<file path="src/rtl/palreg_pkg.sv">
package palreg_pkg;
  localparam int COMP_W  = 4;
  localparam int ENT_W   = 3 * COMP_W;
  localparam int BYTE_W  = 8;
  localparam int NUM_DIG = 4;

  typedef logic [ENT_W-1:0] pal_ent_t;

  // default analog entry: bit2 -> green, bit1 -> red, bit0 -> blue
  function automatic pal_ent_t dflt_entry(input int unsigned i);
    logic [31:0]       iv;
    logic [COMP_W-1:0] lvl;
    pal_ent_t          e;
    iv  = i;
    lvl = (iv < 32'd8) ? COMP_W'(7) : COMP_W'(15);
    e   = '0;
    if (iv == 32'd8) begin
      e = 12'h444;
    end else begin
      e[3*COMP_W-1:2*COMP_W] = iv[2] ? lvl : '0;
      e[2*COMP_W-1:COMP_W]   = iv[1] ? lvl : '0;
      e[COMP_W-1:0]          = iv[0] ? lvl : '0;
    end
    return e;
  endfunction

  function automatic logic [BYTE_W-1:0] dig_default(input int unsigned b);
    return BYTE_W'(32'h04 + 32'h11 * b);
  endfunction

  // port -> packed slot: 0->3, 1->1, 2->2, 3->0
  function automatic logic [1:0] port_slot(input logic [1:0] p);
    return (p[0] == p[1]) ? ~p : p;
  endfunction
endpackage

</file>
<file path="src/rtl/pal_digital.sv">
module pal_digital
  import palreg_pkg::*;
(
  input  logic              clk,
  input  logic              rst_n,
  input  logic              we,
  input  logic [1:0]        port,
  input  logic [BYTE_W-1:0] wdata,
  output logic [BYTE_W-1:0] rd,
  output logic              chg
);
  localparam logic [BYTE_W-1:0] USED_MASK = 8'h77;

  logic [BYTE_W-1:0] slot_q [NUM_DIG];
  logic [1:0]        sel;

  assign sel = port_slot(port);
  assign rd  = slot_q[sel];
  assign chg = we && (|((rd ^ wdata) & USED_MASK));

  for (genvar g = 0; g < NUM_DIG; g++) begin : g_slot
    logic en;
    always_comb en = we && (sel == 2'(g));
    always_ff @(posedge clk or negedge rst_n) begin
      if (!rst_n)  slot_q[g] <= dig_default(g);
      else if (en) slot_q[g] <= wdata;
    end
  end
endmodule

</file>
<file path="src/rtl/pal_table.sv">
module pal_table
  import palreg_pkg::*;
#(
  parameter int N_ENTRIES = 16,
  parameter int IW        = $clog2(N_ENTRIES)
) (
  input  logic          clk,
  input  logic          rst_n,
  input  logic          we,
  input  logic [IW-1:0] widx,
  input  logic [2:0]    wmask,   // [2] green, [1] red, [0] blue
  input  pal_ent_t      wval,
  input  logic [IW-1:0] ridx,
  output pal_ent_t      rent,
  output logic          diff
);
  pal_ent_t ent_q [N_ENTRIES];
  pal_ent_t bmask;
  pal_ent_t old;

  assign bmask = {{COMP_W{wmask[2]}}, {COMP_W{wmask[1]}}, {COMP_W{wmask[0]}}};
  assign old   = ent_q[widx];
  assign diff  = we && (|((old ^ wval) & bmask));
  assign rent  = ent_q[ridx];

  for (genvar g = 0; g < N_ENTRIES; g++) begin : g_ent
    logic     en;
    pal_ent_t d;
    always_comb begin
      en = we && (widx == IW'(g));
      d  = (ent_q[g] & ~bmask) | (wval & bmask);
    end
    always_ff @(posedge clk or negedge rst_n) begin
      if (!rst_n)  ent_q[g] <= dflt_entry(g);
      else if (en) ent_q[g] <= d;
    end
  end
endmodule

</file>
<file path="src/rtl/pal_bulk.sv">
module pal_bulk #(
  parameter int N_ENTRIES = 16,
  parameter int IW        = $clog2(N_ENTRIES)
) (
  input  logic          clk,
  input  logic          rst_n,
  input  logic          start,
  input  logic          tbl_diff,
  output logic          busy,
  output logic          ld_we,
  output logic [IW-1:0] ld_idx,
  output logic          fire
);
  logic          busy_q, busy_d;
  logic [IW-1:0] cnt_q, cnt_d;
  logic          seen_q, seen_d;
  logic          last;

  always_comb begin
    last   = busy_q && (cnt_q == IW'(N_ENTRIES - 1));
    busy_d = busy_q ? !last : start;
    cnt_d  = (busy_q && !last) ? cnt_q + 1'b1 : '0;
    seen_d = busy_q && !last && (seen_q || tbl_diff);
    fire   = last && (seen_q || tbl_diff);
  end

  always_ff @(posedge clk or negedge rst_n) begin
    if (!rst_n) begin
      busy_q <= 1'b0;
      cnt_q  <= '0;
      seen_q <= 1'b0;
    end else begin
      busy_q <= busy_d;
      cnt_q  <= cnt_d;
      seen_q <= seen_d;
    end
  end

  assign busy   = busy_q;
  assign ld_we  = busy_q;
  assign ld_idx = cnt_q;
endmodule

</file>
<file path="src/rtl/pal_regfile.sv">
module pal_regfile
  import palreg_pkg::*;
#(
  parameter int N_ENTRIES = 16
) (
  input  logic       clk,
  input  logic       rst_n,
  input  logic       analog_en,
  input  logic       wr_en,
  input  logic [1:0] addr,
  input  logic [7:0] wdata,
  output logic [7:0] rdata,
  input  logic       bulk_load,
  output logic       bulk_busy,
  output logic       redraw
);
  localparam int IW = $clog2(N_ENTRIES);

  logic          busy, host_we, dig_we, idx_en, comp_we, start;
  logic [7:0]    dig_rd;
  logic          dig_chg;
  logic [7:0]    idx_q;
  logic          ld_we, fire, tbl_diff;
  logic [IW-1:0] ld_idx;
  logic          t_we;
  logic [IW-1:0] t_idx;
  logic [2:0]    t_mask;
  pal_ent_t      t_val, rent;
  logic [COMP_W-1:0] nib;
  logic          redraw_q, redraw_d;

  always_comb begin
    host_we = wr_en && !busy;
    dig_we  = host_we && !analog_en;
    idx_en  = host_we && analog_en && (addr == 2'd0);
    comp_we = host_we && analog_en && (addr != 2'd0);
    start   = bulk_load && !busy;
  end

  pal_digital u_dig (
    .clk(clk), .rst_n(rst_n), .we(dig_we), .port(addr),
    .wdata(wdata), .rd(dig_rd), .chg(dig_chg)
  );

  always_ff @(posedge clk or negedge rst_n) begin
    if (!rst_n)      idx_q <= '0;
    else if (idx_en) idx_q <= wdata;
  end

  pal_bulk #(.N_ENTRIES(N_ENTRIES)) u_bulk (
    .clk(clk), .rst_n(rst_n), .start(start), .tbl_diff(tbl_diff),
    .busy(busy), .ld_we(ld_we), .ld_idx(ld_idx), .fire(fire)
  );

  // table write source: bulk sequencer has priority over the host
  always_comb begin
    if (ld_we) begin
      t_we   = 1'b1;
      t_idx  = ld_idx;
      t_mask = 3'b111;
      t_val  = dflt_entry(32'(ld_idx));
    end else begin
      t_we   = comp_we;
      t_idx  = idx_q[IW-1:0];
      t_val  = {3{wdata[COMP_W-1:0]}};
      unique case (addr)
        2'd1:    t_mask = 3'b100;
        2'd2:    t_mask = 3'b010;
        2'd3:    t_mask = 3'b001;
        default: t_mask = 3'b000;
      endcase
    end
  end

  pal_table #(.N_ENTRIES(N_ENTRIES)) u_tbl (
    .clk(clk), .rst_n(rst_n), .we(t_we), .widx(t_idx), .wmask(t_mask),
    .wval(t_val), .ridx(idx_q[IW-1:0]), .rent(rent), .diff(tbl_diff)
  );

  always_comb begin
    unique case (addr)
      2'd1:    nib = rent[3*COMP_W-1:2*COMP_W];
      2'd2:    nib = rent[2*COMP_W-1:COMP_W];
      default: nib = rent[COMP_W-1:0];
    endcase
    if (!analog_en)         rdata = dig_rd;
    else if (addr == 2'd0)  rdata = idx_q;
    else                    rdata = {{(8-COMP_W){1'b0}}, nib};
    redraw_d = dig_chg || (comp_we && tbl_diff) || fire;
  end

  always_ff @(posedge clk or negedge rst_n) begin
    if (!rst_n) redraw_q <= 1'b0;
    else        redraw_q <= redraw_d;
  end

  assign redraw    = redraw_q;
  assign bulk_busy = busy;
endmodule

</file>
<file path="config.mk">
export PLATFORM = sky130hd
export DESIGN_NAME = pal_regfile
export DESIGN_NICKNAME = d
export VERILOG_FILES = /design/src/rtl/palreg_pkg.sv /design/src/rtl/pal_digital.sv /design/src/rtl/pal_table.sv /design/src/rtl/pal_bulk.sv /design/src/rtl/pal_regfile.sv
export SDC_FILE = /design/constraint.sdc
export NUM_CORES = 1
export LEC_CHECK = 0
export ABC_AREA = 1
export BUFFER_PORTS_ARGS = -buffer_cell sky130_fd_sc_hd__buf_4
export CAP_MARGIN = 10
export CORE_AREA = 2 2 156 158
export CTS_CLUSTER_DIAMETER = 60
export DETAILED_ROUTE_END_ITERATION = 7
export DIE_AREA = 0 0 158 160
export PLACE_DENSITY = 0.77
export SYNTH_ARGS = -nofsm -noshare
export SYNTH_HDL_FRONTEND = slang
export SYNTH_SLANG_ARGS = --single-unit
</file>
<file path="constraint.sdc">
create_clock -name clk -period 4.4 [get_ports clk]
set_input_delay 0.66 -clock clk [delete_from_list [all_inputs] [get_ports clk]]
set_output_delay 0.66 -clock clk [all_outputs]
set_load 0.01 [all_outputs]
</file>
==> flow_summary.ini <==
[die]
dieWidth_um = 158
io_pins = 25
die_h_um = 160
die_area_sq_mm = 0.0253
fp.coreArea_sq_mm = 0.0238
initial_core_util_pct = 59.6
rows = 57

[setup_path]
worstPathMaxFanout = 58
r2r-start = idx_q[0]
critPathKind = reg2out
rr_endpoint = redraw
r2r_setup_slack_ps = 770
critPathLaunchType = register
required_ps = 3740
cp.arrival_ps = 3570
critPathCaptureType = output port
r2r_cells = 16

[pwr]
combPwrFrac_pct = 52.8
internal_power_mw = 6.95
p_seq_share_pct = 29.7
switching_power_mw = 6.47
swShare_pct = 48.2
p_clk_share_pct = 17.5
max-vdd-ir-drop_mv = 0.512
pwr_density_cell_mw_per_mm2 = 862
p_leak_nw = 7.39
p_total_mw = 13.4

[synth]
yosysWarnings = 0
synth_edf_count = 0
ys.flop_type = dfrtp_1
synth.top_cells.by_count = 708 x nand2_1, 356 x o21ai_0, 202 x inv_1, 140 x dfrtp_1, 126 x nand3_1
yosysUniqueCellTypes = 37
yosysSeqAreaShare_pct = 43.0
synth.most_common_cell = nand2_1
yosysTopAreaCell = dfrtp_1
yosys_register_bits = 239
async_flop_share_pct = 100
synth_nets = 2092
synthCells = 2067
syn_area_sq_mm = 0.0142
synth_top_area_share_pct = 24.7
yosys-top-cells-area = dfrtp_1 25%, nand2_1 19%, dfstp_2 18%
avgSynthCellArea_sq_um = 6.87

[global_routing]
grt_use_total_pct = 34.7
gr-total-overflow = 0
grt_max_degree = 88
grt_pass1_vias = 13200
grt_first_pass_wirelength_um = 70100
antenna_found_initial = 0

[detailed_routing]
vias_per_cell = 5.81
drt_first_pass_iters = 6
ant_nets = 0
drtIter0Drc = 1651
route.detailed.drc = 0
wl_per_cell_um = 18.1
vias = 13900
routed_wl_um = 43300

[timing]
hold_ws_ps = 94.3
tightest_slew_ps = 869
fin_worst_skew_ps = 12.3
finalHoldViolations = 0
fin_tns_setup_ps = 0
period_share_pct = 96.1
fmax_ghz = 0.236
finalMaxSlewViolations = 0
maxSlewHeadroom_pct = 41.9
setup_viol = 0
period_needed_ps = 4230
rsz0062_at_grt = no
setup_slack_ps = 171

[clock_tree]
clk_latency_ps = 550
cts_max_path_buffers = 3
post-cts-setup-buffers = 0
htreeDepth = 1
path_clk_slew_ps = 60
cts_sinks = 239
cts-hold-fix-buffers = 0
cts_tree = done
root_buffer = clkbuf_16
cts-buffers-inserted = 29

[placement]
place.gp.congestion = 0.931
place_ws_ps = 670
placed_area_sq_mm = 0.0146
dp_hpwl_um = 28300
port-buffer-count = 24

[finish]
fin_nets = 2077
antenna_cells = 0
drive_gt1_share_pct = 10.9
final_area_sq_mm = 0.0156
syn_to_final_growth_pct = 9.61

[worst_hold_path]
holdCritPathClass = in2async

[flow_run]
maxCapViolCount = 0

[run_status]
status = finished clean
## power by group through the flow
| stage | combinational [mW] | sequential (mW) | clock (mW) |
|---|---|---|---|
| 3_5_place_dp | 6.89 | 3.98 | 0 |
| 5_1_grt | 7.95 | 4.08 | 2.46 |
| 2_1_floorplan | 5.10 | 3.79 | 0 |
| 6_report | 7.09 | 3.99 | 2.34 |
| 4_1_cts | 6.93 | 3.96 | 2.37 |
| 3_3_place_gp | 6.73 | 3.95 | 0 |
## layer usage
layer	wire length, um	track usage, %	vias to the layer above
li1	-	-	6629
met4	1970	14.9	0
met5	0	0	-
met3	4100	5.45	148
met2	19400	52.9	774
met1	17900	49.5	6386
## cell type report
class | instances | area, sq um
Inverter | 214 | 806
Multi-Input combinational cell | 1510 | 6840
Timing Repair Buffer | 58 | 468
Tap cell | 324 | 405
Fill cell | 2191 | 8260
Clock buffer | 44 | 872
Sequential cell | 239 | 6110
Clock inverter | 9 | 68.8
## worst max-delay path, cell delays in order (launching register included)
cell and delay [ps]:
dfrtp_4 820, buf_4 590, o21ai_0 180, a21oi_1 160, a21oi_1 80, a21oi_1 190, o21ai_0 260, nand3_1 150
o211ai_1 120, o221ai_1 270, buf_4 190
## worst max path at each step
stage / from / to / cells past startpoint
after floorplan: addr[0] / rdata[1] / 10
after global placement: idx_q[0] / rdata[3] / 10
after detailed placement: idx_q[0] / rdata[3] / 10
after CTS: idx_q[0] / rdata[3] / 10
after global routing: idx_q[0] / rdata[3] / 10
final: idx_q[0] / rdata[3] / 10
## cells in the final DEF (no fill, tap or decap), types with 2 or more instances in the layout
cell type / instances
nand3b_1: 25
clkbuf_16: 29
xor2_1: 4
clkbuf_8: 9
clkinv_2: 3
nand2_1: 708
nand2_4: 2
o221ai_1: 4
ha_1: 10
o21ai_1: 32
o211ai_1: 11
nand3_1: 126
nor2_1: 98
nor2_2: 3
o21a_1: 2
inv_1: 201
o21ai_0: 356
nand4_1: 9
clkbuf_1: 6
o22a_1: 2
dfstp_2: 99
inv_2: 9
buf_12: 2
inv_6: 4
clkinv_1: 3
a21oi_1: 106
dfrtp_1: 138
buf_4: 55
nor3_1: 3
## kinds of logic after synthesis
| family | Yosys count | share of synthesized area [%] |
|---|---|---|
| AO/OA/AOI/OAI | 517 | 18.8 |
| adder cells (fa/ha/maj) | 10 | 0.881 |
| XOR/XNOR | 5 | 0.361 |
| flip-flops | 239 | 43.0 |
| buffers and inverters | 318 | 8.91 |
| AND/OR/NAND/NOR | 978 | 28.1 |
## what timing repair did
| action | CTS | global route |
|---|---|---|
| setup endpoints to repair | 0 | 3 |
| gates resized for setup | 0 | 2 |
| endpoints found under the hold margin | 0 | 0 |
## per-stage QoR
stage | util (%) | std cells
final | 65.3 | 2398
after global routing | 65.3 | 2398
after CTS | 65.3 | 2398
after detailed placement | 61.4 | 2345
after global placement | 61.4 | 2345
after floorplan | - | 2067
Power figures use the tool's default switching activity.
